## src/rtl/lockdet_pkg.sv

```systemverilog
package lockdet_pkg;

    typedef enum logic {
        ST_SEEK = 1'b0,
        ST_HELD = 1'b1
    } lock_state_e;

    typedef struct packed {
        logic integer_mode;
        logic fast;
        logic fine;
    } lock_mode_t;

    function automatic int unsigned pick_window(lock_mode_t m, int unsigned wide,
                                                int unsigned narrow, int unsigned fastw);
        if (m.fast)      return fastw;
        else if (m.fine) return narrow;
        else             return wide;
    endfunction

    function automatic int unsigned pick_drop(lock_mode_t m, int unsigned slow_lim,
                                              int unsigned fast_lim);
        return m.fast ? fast_lim : slow_lim;
    endfunction

    function automatic int unsigned pick_run(lock_mode_t m, int unsigned frac_run,
                                             int unsigned int_run);
        return m.integer_mode ? int_run : frac_run;
    endfunction

    function automatic int unsigned max2(int unsigned a, int unsigned b);
        return (a > b) ? a : b;
    endfunction

endpackage

```

## src/rtl/lockdet_window.sv

```systemverilog
module lockdet_window
    import lockdet_pkg::*;
#(
    parameter int SKEW_W     = 8,
    parameter int CNT_W      = 6,
    parameter int WIN_WIDE   = 10,
    parameter int WIN_NARROW = 6,
    parameter int WIN_FAST   = 4,
    parameter int DROP_SLOW  = 15,
    parameter int DROP_FAST  = 4,
    parameter int RUN_FRAC   = 40,
    parameter int RUN_INT    = 5
) (
    input  lock_mode_t        mode,
    input  logic [SKEW_W-1:0] skew,
    output logic              in_window,
    output logic              past_drop,
    output logic [CNT_W-1:0]  run_needed
);
    logic [SKEW_W-1:0] win_lim;
    logic [SKEW_W-1:0] drop_lim;

    always_comb begin
        win_lim    = SKEW_W'(pick_window(mode, WIN_WIDE, WIN_NARROW, WIN_FAST));
        drop_lim   = SKEW_W'(pick_drop(mode, DROP_SLOW, DROP_FAST));
        run_needed = CNT_W'(pick_run(mode, RUN_FRAC, RUN_INT));
        in_window  = (skew <= win_lim);
        past_drop  = (skew > drop_lim);
    end

    // fast mode makes the fine bit irrelevant
    always_comb begin
        if (mode.fast) begin
            assert_fast_ignores_fine_R4: assert (in_window == (skew <= SKEW_W'(WIN_FAST)));
        end
    end
endmodule

```

## src/rtl/lockdet_run_counter.sv

```systemverilog
module lockdet_run_counter #(
    parameter int CNT_W   = 6,
    parameter int CNT_MAX = 40
) (
    input  logic             clk,
    input  logic             rst,
    input  logic             advance,
    input  logic             restart,
    output logic [CNT_W-1:0] count
);
    localparam logic [CNT_W-1:0] SAT = CNT_W'(CNT_MAX);

    always_ff @(posedge clk) begin
        if (rst || restart) begin
            count <= '0;
        end else if (advance && count != SAT) begin
            count <= count + 1'b1;
        end
    end

    assert_never_past_max_R8: assert property (@(posedge clk) disable iff (rst)
        count <= SAT);
endmodule

```

## src/rtl/lockdet_top.sv

```systemverilog
module lockdet_top
    import lockdet_pkg::*;
#(
    parameter int SKEW_W     = 8,
    parameter int WIN_WIDE   = 10,
    parameter int WIN_NARROW = 6,
    parameter int WIN_FAST   = 4,
    parameter int DROP_SLOW  = 15,
    parameter int DROP_FAST  = 4,
    parameter int RUN_FRAC   = 40,
    parameter int RUN_INT    = 5
) (
    input  logic              clk,
    input  logic              rst,
    input  logic              sample_valid,
    input  logic [SKEW_W-1:0] skew_ns,
    input  logic              mode_int,
    input  logic              mode_fast,
    input  logic              mode_fine,
    input  logic              clear,
    output logic              locked
);
    localparam int CNT_MAX = int'(max2(RUN_FRAC, RUN_INT));
    localparam int CNT_W   = $clog2(CNT_MAX + 1);

    lock_mode_t       mode;
    lock_state_e      state;
    logic             in_window;
    logic             past_drop;
    logic [CNT_W-1:0] run_needed;
    logic [CNT_W-1:0] run_count;
    logic             run_done;
    logic             advance;
    logic             restart;

    assign mode = '{integer_mode: mode_int, fast: mode_fast, fine: mode_fine};

    lockdet_window #(
        .SKEW_W(SKEW_W), .CNT_W(CNT_W),
        .WIN_WIDE(WIN_WIDE), .WIN_NARROW(WIN_NARROW), .WIN_FAST(WIN_FAST),
        .DROP_SLOW(DROP_SLOW), .DROP_FAST(DROP_FAST),
        .RUN_FRAC(RUN_FRAC), .RUN_INT(RUN_INT)
    ) window_i (
        .mode(mode), .skew(skew_ns),
        .in_window(in_window), .past_drop(past_drop), .run_needed(run_needed)
    );

    always_comb begin
        run_done = in_window &&
                   (({1'b0, run_count} + 1'b1) >= {1'b0, run_needed});
        advance  = sample_valid && in_window && !clear;
        restart  = clear ||
                   (sample_valid && (!in_window || (state == ST_HELD && past_drop)));
    end

    lockdet_run_counter #(.CNT_W(CNT_W), .CNT_MAX(CNT_MAX)) counter_i (
        .clk(clk), .rst(rst), .advance(advance), .restart(restart), .count(run_count)
    );

    always_ff @(posedge clk) begin
        if (rst || clear) begin
            state <= ST_SEEK;
        end else if (sample_valid) begin
            case (state)
                ST_SEEK: if (run_done)  state <= ST_HELD;
                ST_HELD: if (past_drop) state <= ST_SEEK;
                default: state <= ST_SEEK;
            endcase
        end
    end

    assign locked = (state == ST_HELD);

    assert_rise_needs_sample_R5: assert property (@(posedge clk) disable iff (rst)
        $rose(locked) |-> $past(sample_valid && !clear));

    assert_drop_on_big_skew_R7: assert property (@(posedge clk) disable iff (rst)
        (locked && sample_valid && !clear && past_drop) |=> !locked);

    assert_out_of_window_restarts_R8: assert property (@(posedge clk) disable iff (rst)
        (sample_valid && !in_window) |=> (run_count == '0));

    assert_hold_in_band_R9: assert property (@(posedge clk) disable iff (rst)
        (locked && sample_valid && !clear && !past_drop) |=> locked);

    assert_clear_wins_R10: assert property (@(posedge clk) disable iff (rst)
        clear |=> (!locked && run_count == '0));

    assert_idle_keeps_state_R11: assert property (@(posedge clk) disable iff (rst)
        (!sample_valid && !clear) |=> ($stable(locked) && $stable(run_count)));
endmodule

```

## config.mk

```make
export PLATFORM = sky130hd
export DESIGN_NAME = lockdet_top
export DESIGN_NICKNAME = d
export VERILOG_FILES = /design/src/rtl/lockdet_pkg.sv /design/src/rtl/lockdet_window.sv /design/src/rtl/lockdet_run_counter.sv /design/src/rtl/lockdet_top.sv
export SDC_FILE = /design/constraint.sdc
export NUM_CORES = 1
export LEC_CHECK = 0
export BUFFER_PORTS_ARGS = -buffer_cell sky130_fd_sc_hd__buf_2
export CAP_MARGIN = 10
export CORE_MARGIN = 1
export CORE_UTILIZATION = 50
export CTS_BUF_LIST = sky130_fd_sc_hd__clkbuf_8
export CTS_CLUSTER_SIZE = 30
export DETAILED_ROUTE_END_ITERATION = 12
export PLACE_DENSITY = 0.79
export SLEW_MARGIN = 20
export SYNTH_ARGS = -nofsm -noshare
export SYNTH_HDL_FRONTEND = slang
export SYNTH_HIERARCHICAL = 1
export SYNTH_SLANG_ARGS = --single-unit
```

## constraint.sdc

```tcl
create_clock -name clk -period 6 [get_ports clk]
set_input_delay 0.3 -clock clk [delete_from_list [all_inputs] [get_ports clk]]
set_output_delay 0.3 -clock clk [all_outputs]
set_load 0.05 [all_outputs]
```

; Yosys cells after proc, flatten, opt, wreduce, memory -nomap -nowiden
; Index checks and enable logic that the tools add are counted.
[word_totals]
elab_cells = 28
ff_bits = 7
[classes]
eq_ne = 1
n_lt_le_gt_ge = 3
mux = 7
n_bitwise = 1
reduce_logical = 12
add_sub_neg = 2
[op_table]
columns = operator, count
row1 = $gt 8x8->1, 1
row2 = $le 8x8->1, 1
row3 = $mux 4, 2
row4 = $mux 8, 1
row5 = $add 6x1->7 const B, 1
row6 = $ge 7x6->1, 1
row7 = $add 6x1->6 const B, 1
row8 = $logic_and 1x1->1, 6
row9 = $mux 6, 1
row10 = $ne 6x6->1 const B, 1
row11 = $logic_or 1x1->1, 4
row12 = $logic_not 1->1, 2
row13 = $mux 1, 2
row14 = $pmux 1 s2, 1
row15 = $not 1->1, 1

; Logic depth before layout (Yosys ltp)
[depth]
depth_word = 8
ltp_mapped = 11
depth_no_buf = 11

; Cells and area by module
; The synthesis kept the hierarchy.
[modules_own_cells]
columns = mod, area_each_um2, seq_area_each_um2, n_inst, cells_per_inst
row1 = lockdet_run_counter, 306.5, 120.1, 1, 34
row2 = lockdet_top, 290.3, 20.0, 1, 39
row3 = lockdet_window, 217.7, 0.0, 1, 29

; Worst setup path before layout
; Ideal clock, no wire load.
[synth_path]
kind = input-to-reg
from = input mode_fast
to = register counter_i.count[5]
path_slack_ns = 3.894
cell_stages = 10
path_buffers = 0
required_time_ns = 5.930
arrival_ns = 2.036
cell_sequence = or2_2 -> inv_1 -> ha_1 -> nor2b_1 -> nor3_1 -> o21a_1 -> and3b_1 -> nand3_1 -> or3_1 -> a21boi_1
[synth_rtl]
columns = element, line
row1 = start: declaration, lockdet_top.sv:18  ; input logic mode_fast,
row2 = $mux 8, lockdet_pkg.sv:16  ; if (m.fast) return fastw;
row3 = $le 8x8->1, lockdet_window.sv:27  ; in_window = (skew <= win_lim);
row4 = via in_window, lockdet_top.sv:28  ; logic in_window;
row5 = $logic_and 1x1->1 (2 in a row), lockdet_top.sv:51  ; advance = sample_valid && in_window && !clear;
row6 = via advance, lockdet_top.sv:33  ; logic advance;
row7 = $logic_and 1x1->1, lockdet_run_counter.sv:16  ; end else if (advance && count != SAT) begin
row8 = end signal: assignment, lockdet_run_counter.sv:17  ; count <= count + 1'b1;
row9 = end: declaration, lockdet_run_counter.sv:9  ; output logic [CNT_W-1:0] count
; The timed path passes the listed nets, and every way through them passes these cells.
; A chain may end at the register's enable or synchronous reset.

; Worst setup path in the final report
; Ends and elaborated chain as after synthesis.

==> metrics.md <==
| Metric | Value |
|---|---|
| Post-route ant nets | 0 |
| Worst setup EP type | flop |
| Core ar. | 0.00151 sq mm |
| Top FF cell, synth | dfxtp_1 |
| Internal Power | 0.101 mW |
| Final Hold Violating Endpoints | 0 |
| Vias | 726 |
| Reg power frac | 0.362 |
| Initial DRC Count | 13 |
| Grt total ovfl | 0 |
| Vias in the first global route | 673 |
| Post-synth EDFFs | 0 |
| Drt total wl | 1400 um |
| Yosys warning count | 6 |
| Period utilization | 0.359 |
| Slew Limit Fails | 0 |
| Die height | 42.4 um |
| Crit path max fanout | 6 |
| Leak | 0.453 nW |
| Initial antenna violation count | 0 |
| Cts bufs inserted | 3 |
| PortBufs | 15 |
| Initial Util | 0.541 |
| Hold Path Class | in2reg |
| Post-synth top area share | 0.230 |
| Setup TNS Final | 0 ps |
| Clock root cell | clkbuf_8 |
| Largest net degree at the start of global routing | 9 |
| Gr usage total | 0.183 |
| Startpoint types | input port |
| Top post-synthesis cells by area | ha_1 23%, dfxtp_1 17%, inv_1 6.9% |
| FP Rows | 14 |
| Nets | 148 |
| Number of library cell types mapped by synthesis | 33 |
| RSZ-0062 raised after global routing | no |
| Avg WL per Cell | 10.5 um |
| Place WS | 3620 ps |
| Worst Path Arrival | 2310 ps |
| Crit Path Class | in2reg |
| Clock slew at reported path FFs | 40 ps |
| Net switching power | 0.0283 mW |
| Vias/cell | 5.46 |
| Comb power frac | 0.161 |
| Clock skew | 0.673 ps |
| Peak Freq | 0.464 GHz |
| Total setup buffers inserted after CTS | 0 |
| Synth Register Bits | 7 |
| Area grow syn2layout | 13.1% |
| Pwr Density | 140 mW/mm^2 |
| Clock buffer depth | 2 |
| Hold Buf Count CTS | 0 |
| Total I/O pin count | 16 |
| Top cells by count, synth | 15 x ha_1, 15 x inv_1, 12 x nand2_1 |
| Sequential-to-total area share from yosys stat | 0.172 |
| Fraction of layout cells with a size suffix above 1 | 0.197 |
| DR DRC count | 0 |
| DP Wirelength | 1200 um |
| Outcome | completed |
| Syn_area_per_cell | 7.99 sq um |
| Post-Synthesis Cells | 102 |
| CTS H-tree lvls | 1 |
| Final Critical Period | 2160 ps |
| Async SR Flop Fraction | 0 |
| First-pass GRT wire length | 2570 um |
| Mapped cell area | 815 sq um |
| Worst Path Required | 6150 ps |
| Yosys top cell by area | ha_1 |
| GP Congestion | 0.741 |
| Clk sinks | 7 |
| Sw Ratio | 0.219 |
| Final setup viols | 0 |
| Antenna cells | 0 |
| Worst-Skew Late Latency | 220 ps |
| Die Outline Area | 0.00179 sq mm |
| Worst setup margin | 3840 ps |
| CTS resizes | 0 |
| Proportion of power drawn by the clock network | 0.476 |
| Drt pass-1 iters | 4 |
| Die Wd | 42.4 um |
| Worst vdd ir | 0.226 mV |
| Number of maximum-capacitance violations | 0 |
| CTS tree | built |
==> layout make-up <==
class                   count  area, sq um
repair buffers             15         75.1
fillers                   122          586
well taps                  16         20.0
inverters                  15         56.3
clock buffers               3         41.3
clock inverters             1         3.75
flip-flops and latches      7          140
multi-input cells          76          584
==> power groups by stage <==
| stage | clock network (mW) | registers [mW] | logic (mW) |
|---|---|---|---|
| 2_1_floorplan | 0 | 0.0475 | 0.0147 |
| 4_1_cts | 0.0627 | 0.0468 | 0.0211 |
| 5_1_grt | 0.0662 | 0.0468 | 0.0247 |
| 3_5_place_dp | 0 | 0.0475 | 0.0210 |
| 6_report | 0.0615 | 0.0468 | 0.0208 |
| 3_3_place_gp | 0 | 0.0475 | 0.0200 |
==> layer usage <==
layer,vias up,track usage,wire (um)
met4,0,0.0375,15
met3,2,0.0388,48
met2,14,0.354,749
li1,379,-,-
met5,-,0,0
met1,331,0.201,588
==> worst max-delay path: stages <==
cell	delay [ps]
buf_2	120
or2_2	300
inv_1	60
ha_1	230
nor2b_1	130
nor3_1	120
o21a_1	170
and3b_1	270
nand3_1	110
or3_1	360
a21boi_1	130
==> final timing paths <==
path | endpoint | startpoint | depth (start not counted) | slack (ps)
hold reg to reg | locked | locked | 2 | 500
hold / removal | counter_i/count[4] | rst | 2 | 320
setup reg to reg | locked | counter_i/count[0] | 8 | 4080
setup / recovery | counter_i/count[5] | mode_fast | 11 | 3840
==> per-stage QoR <==
stage,power [mW],hold slack [ps],instance area [sq um],utilization,cells
finish,0.129,323,921,0.611,133
global route,0.138,327,921,0.611,133
CTS,0.131,322,921,0.611,133
detailed placement,0.0685,504,876,0.581,129
global placement,0.0675,481,876,0.581,129
floorplan,0.0622,377,818,-,103
==> cells in the final DEF, fill, tap and decap left out, types with 2 or more instances in the layout <==
master     n
inv_1     16
ha_1      15
buf_2     15
nand2_1   12
dfxtp_1    7
xor2_1     4
nand3_1    3
xnor2_1    3
a21oi_1    3
o21ai_1    3
clkbuf_8   3
nor3_1     3
and3_1     2
nor2b_1    2
nor2_1     2
a211oi_1   2
nand4_1    2
mux2i_1    2
o21ai_0    2
conb_1     2
==> sequential cells by signal, indices dropped and copies added, names as in the netlist <==
signal,flops
counter_i/count,6
locked,1
==> kinds of logic after synthesis <==
kind of cell	Yosys count	synth area share
other cells	1	0.00460
xor+xnor	7	0.0753
fa+ha+maj	15	0.230
simple gates	33	0.227
compound gates	17	0.151
mux	2	0.0246
flops	7	0.172
buf+inv	20	0.115
Note: power is estimated with default switching activity, not from simulation.
